--- config.mk ---
export PLATFORM = sky130hd
export DESIGN_NAME = seq_lock
export DESIGN_NICKNAME = d
export VERILOG_FILES = /design/src/rtl/seq_lock_pkg.sv /design/src/rtl/seq_lock_match.sv /design/src/rtl/seq_lock_ctrl.sv /design/src/rtl/seq_lock.sv
export SDC_FILE = /design/constraint.sdc
export NUM_CORES = 1
export LEC_CHECK = 0
export CAP_MARGIN = 30
export CORE_AREA = 3 3 40 42
export DETAILED_ROUTE_END_ITERATION = 12
export DIE_AREA = 0 0 43 45
export PLACE_DENSITY_LB_ADDON = 0.05
export SKIP_CTS_REPAIR_TIMING = 1
export SYNTH_ARGS = -nofsm -noshare
export SYNTH_HDL_FRONTEND = slang
export SYNTH_HIERARCHICAL = 1
export SYNTH_SLANG_ARGS = --single-unit
--- constraint.sdc ---
create_clock -name clk -period 1.1 [get_ports clk]
set_clock_uncertainty 0.05 [all_clocks]
set_input_delay 0.11 -clock clk [delete_from_list [all_inputs] [get_ports clk]]
set_output_delay 0.11 -clock clk [all_outputs]
set_load 0.1 [all_outputs]
--- src/rtl/seq_lock_pkg.sv ---
package seq_lock_pkg;

  localparam int STATE_W = 3;
  localparam int HOT_W   = 5;

  localparam logic [STATE_W-1:0] ST_IDLE = 3'b000;
  localparam logic [STATE_W-1:0] ST_ONE  = 3'b001;
  localparam logic [STATE_W-1:0] ST_OPEN = 3'b010;
  localparam logic [STATE_W-1:0] ST_MISS = 3'b101;
  localparam logic [STATE_W-1:0] ST_FAIL = 3'b110;
  localparam logic [STATE_W-1:0] ST_BAD  = 3'b111;

  // Strobes from the compare datapath to the control.
  typedef struct packed {
    logic firstHit;
    logic secondHit;
  } matchStrobe_t;

  function automatic logic [STATE_W-1:0] nextCode(
    input logic [STATE_W-1:0] cur,
    input logic               enter,
    input matchStrobe_t       hit
  );
    logic [STATE_W-1:0] nxt;
    case (cur)
      ST_IDLE: nxt = !enter ? ST_IDLE : (hit.firstHit  ? ST_ONE  : ST_MISS);
      ST_ONE:  nxt = !enter ? ST_ONE  : (hit.secondHit ? ST_OPEN : ST_FAIL);
      ST_MISS: nxt = enter ? ST_FAIL : ST_MISS;
      ST_OPEN: nxt = ST_OPEN;
      ST_FAIL: nxt = ST_FAIL;
      default: nxt = ST_IDLE;
    endcase
    return nxt;
  endfunction

endpackage

--- src/rtl/seq_lock_match.sv ---
module seq_lock_match
  import seq_lock_pkg::*;
#(
  parameter int                CODE_W       = 2,
  parameter logic [CODE_W-1:0] FIRST_DIGIT  = 2'b01,
  parameter logic [CODE_W-1:0] SECOND_DIGIT = 2'b11
) (
  input  logic [CODE_W-1:0] code,
  output matchStrobe_t      hit
);

  localparam int N_DIGITS = 2;
  localparam logic [N_DIGITS*CODE_W-1:0] DIGITS = {FIRST_DIGIT, SECOND_DIGIT};

  logic [N_DIGITS-1:0] eqVec;

  for (genvar d = 0; d < N_DIGITS; d++) begin : g_cmp
    assign eqVec[d] = (code == DIGITS[d*CODE_W +: CODE_W]);
  end

  assign hit.firstHit  = eqVec[1];
  assign hit.secondHit = eqVec[0];

endmodule

--- src/rtl/seq_lock_ctrl.sv ---
module seq_lock_ctrl
  import seq_lock_pkg::*;
#(
  parameter bit ONE_HOT = 1'b0
) (
  input  logic               clk,
  input  logic               rst,
  input  logic               enter,
  input  matchStrobe_t       hit,
  output logic [STATE_W-1:0] stateCode
);

  if (ONE_HOT) begin : g_hot
    logic [HOT_W-1:0]   hotQ;
    logic [HOT_W-1:0]   hotD;
    logic [STATE_W-1:0] curCode;
    logic [STATE_W-1:0] nxtCode;

    always_comb begin
      case (hotQ)
        5'b00001: curCode = ST_IDLE;
        5'b00010: curCode = ST_ONE;
        5'b00100: curCode = ST_OPEN;
        5'b01000: curCode = ST_MISS;
        5'b10000: curCode = ST_FAIL;
        default:  curCode = ST_BAD;
      endcase
    end

    assign nxtCode = nextCode(curCode, enter, hit);

    always_comb begin
      case (nxtCode)
        ST_ONE:  hotD = 5'b00010;
        ST_OPEN: hotD = 5'b00100;
        ST_MISS: hotD = 5'b01000;
        ST_FAIL: hotD = 5'b10000;
        default: hotD = 5'b00001;
      endcase
    end

    always_ff @(posedge clk) begin
      if (rst) hotQ <= 5'b00001;
      else     hotQ <= hotD;
    end

    assign stateCode = curCode;
  end else begin : g_bin
    logic [STATE_W-1:0] codeQ;

    always_ff @(posedge clk) begin
      if (rst) codeQ <= ST_IDLE;
      else     codeQ <= nextCode(codeQ, enter, hit);
    end

    assign stateCode = codeQ;
  end

endmodule

--- src/rtl/seq_lock.sv ---
module seq_lock
  import seq_lock_pkg::*;
#(
  parameter int                CODE_W       = 2,
  parameter logic [CODE_W-1:0] FIRST_DIGIT  = 2'b01,
  parameter logic [CODE_W-1:0] SECOND_DIGIT = 2'b11,
  parameter bit                ONE_HOT      = 1'b0
) (
  input  logic              clk,
  input  logic              rst,
  input  logic              enter,
  input  logic [CODE_W-1:0] code,
  output logic              openOut,
  output logic              errOut,
  output logic [2:0]        stateDbg
);

  matchStrobe_t       hit;
  logic [STATE_W-1:0] stateCode;

  seq_lock_match #(
    .CODE_W      (CODE_W),
    .FIRST_DIGIT (FIRST_DIGIT),
    .SECOND_DIGIT(SECOND_DIGIT)
  ) u_match (
    .code(code),
    .hit (hit)
  );

  seq_lock_ctrl #(
    .ONE_HOT(ONE_HOT)
  ) u_ctrl (
    .clk      (clk),
    .rst      (rst),
    .enter    (enter),
    .hit      (hit),
    .stateCode(stateCode)
  );

  assign openOut  = (stateCode == ST_OPEN);
  assign errOut   = (stateCode == ST_FAIL);
  assign stateDbg = stateCode;

endmodule

==> results.cfg <==
[clock_tree]
cts_tree = built
cts.path.max_buffers = 2
clkSinkCount = 3
clock_latency_ps = 230
cts_made_buffers = 3
h-tree-depth = 1
clockRootBuffer = clkbuf_4
path_clk_slew_ps = 30

[final_layout]
fin_cells = 57
drive_above_1_share_pct = 61.9
num_antenna_cells = 0
layout.nets = 52
syn2layout_area_growth_pct = 128
final_area_um2 = 513
largest_register_ffs = 3

[worst_hold_path]
whs_path_depth = 3
min_from = rst
holdPathEnd = u_ctrl/stateCode[0]
hold_class = in2reg

[setup_path]
cp_max_fo = 3
path_class = reg2out
start_kind = flop
end_kind = primary output
cp.required_ps = 940
r2r_start = u_ctrl/stateCode[0]
arrival_ps = 1110
reg2reg_to = u_ctrl/stateCode[2]
r2r_slack_ps = -120
ff2ff_path_depth = 6

[synth]
synth_common_cells = ha_1 (4), dfxtp_1 (3), inv_1 (2), nand3b_1 (2), nor2_1 (2)
synthCells = 23
avgSynthCellArea_um2 = 9.79
yosysUniqueCellTypes = 15
synth.most_common_cell = ha_1
ys_seq_area_share_pct = 26.7
ys_seq_elements = 3
async_flop_share_pct = 0
synth_warnings = 6
synth_enable_flop_cells = 0
synthTopCellsByArea = dfxtp_1 (27%), ha_1 (22%), nand3b_1 (6.7%), nor2b_4 (6.1%), nor3b_2 (5.6%)
syn_area_um2 = 225
synthesis.nets = 32
synth_top_area_share_pct = 26.7
yosys.area.top_type = dfxtp_1
synth_ff_type = dfxtp_1

[sta]
maxSlewHeadroom_pct = 87.1
maxSlewViolCount = 0
final.setup.worst_slack_ps = -166
fmax_mhz = 790
hold_viol = 0
setup_viol = 6
rsz0062_at_grt = yes
fin_crit_ps = 1270
period_share_pct = 115
tightestPinTransition_ps = 193

[place]
dpl.cell_count = 50
portBuffers = 9
place_area_um2 = 425
gp_congestion = 0.678
hpwl_um = 429
post-place-ws_ps = -141

[power]
p_per_area_nw_per_um2 = 3080
p_leak_nw = 0.214
vdd_drop_max_v = 0.000861

[floorplanning]
die_w_um = 43
die_area_um2 = 1940
start_util_pct = 17.5
die_y_um = 45
ios = 10
placementRows = 13
core_um2 = 1280

[grt]
grt_pass1_wl_um = 807
gr-total-overflow = 0
track_usage_pct = 5.82
first_global_vias = 211
grt_max_degree = 6
grt_antenna_before_repair = 0

[routing]
dr_total_vias = 235
ant_nets = 0
wl_um = 582
wl_met2_um = 325
drt-initial-drc-count = 1
first_pass_iters = 2
wl_met3_um = 43
avgRoutedWirePerCell_um = 10.2
vias_per_cell = 4.12
wl_met1_um = 213
top_layer = met3
drc = 0

[run]
drv_cap = 0

[run_status]
status = complete, but fails checks
violations = negative setup slack
## area by class of cell
class,instances,area [µm²]
clock buffer,4,26.3
fill,135,772
inverter,2,10.0
multi-input combinational,18,189
sequential,3,68.8
tap,15,18.8
timing repair buffer,15,200
## cells in the final DEF, fill, tap and decap left out, drive strengths merged
| master | netlist | routed |
|---|---|---|
| buf | 0 | 11 |
| a31oi | 1 | 1 |
| nand3b | 2 | 2 |
| nor2 | 2 | 2 |
| and3b | 1 | 1 |
| a21oi | 1 | 1 |
| clkbuf | 0 | 4 |
| ha | 4 | 4 |
| nor2b | 1 | 1 |
| o21bai | 1 | 1 |
| mux2i | 1 | 1 |
| inv | 2 | 2 |
| and2b | 1 | 1 |
| and2 | 1 | 1 |
| o21ai | 1 | 1 |
| clkdlybuf4s50 | 0 | 4 |
| nor3b | 1 | 1 |
| dfxtp | 3 | 3 |
## cell families (layout without fill, tap and decap cells)
group	after synthesis	in the layout	synth area share (%)
buffers and inverters	2	21	3.33
flip-flops	3	3	26.7
adder cells (fa/ha/maj)	4	4	22.2
AO/OA/AOI/OAI	4	4	10.6
AND/OR/NAND/NOR	9	9	32.8
multiplexers	1	1	4.44
## critical path, stage by stage (launching register included)
cell,delay (ps)
dfxtp_4,340
buf_6,120
and3b_2,240
buf_12,170
## how the worst max path moves through the flow
| stage | slack, ps | to | from |
|---|---|---|---|
| 5_1_grt | -210 | openOut | u_ctrl/stateCode[1] |
| 3_3_place_gp | -130 | u_ctrl/stateCode[2] | code[1] |
| 2_1_floorplan | -500 | openOut | u_ctrl/stateCode[1] |
| 6_report | -170 | errOut | u_ctrl/stateCode[0] |
| 4_1_cts | -220 | openOut | u_ctrl/stateCode[0] |
| 3_5_place_dp | -140 | u_ctrl/stateCode[2] | code[1] |
## metrics by stage
| step | power, mW | hold slack [ps] | TNS (ps) | utilization, % |
|---|---|---|---|---|
| 2_1_floorplan | 0.792 | 195 | -1690 | - |
| 3_3_place_gp | 1.14 | 558 | -220 | 33.1 |
| 3_5_place_dp | 1.14 | 561 | -243 | 33.1 |
| 4_1_cts | 1.35 | 539 | -626 | 35.2 |
| 5_1_grt | 1.65 | 515 | -849 | 39.9 |
| 6_report | 1.58 | 494 | -622 | 39.9 |
## metal layers
layer | GRT usage [%] | vias to the layer above
met5 | 0 | -
met2 | 9.88 | 8
met3 | 3.19 | 0
met4 | 3.61 | 0
li1 | - | 115
met1 | 5.52 | 112
## where the power goes
group	internal [mW]	switching, mW
combinational	0.539	0.621
clock	0.136	0.0533
sequential	0.167	0.0644
(Power assumes the default switching activity.)
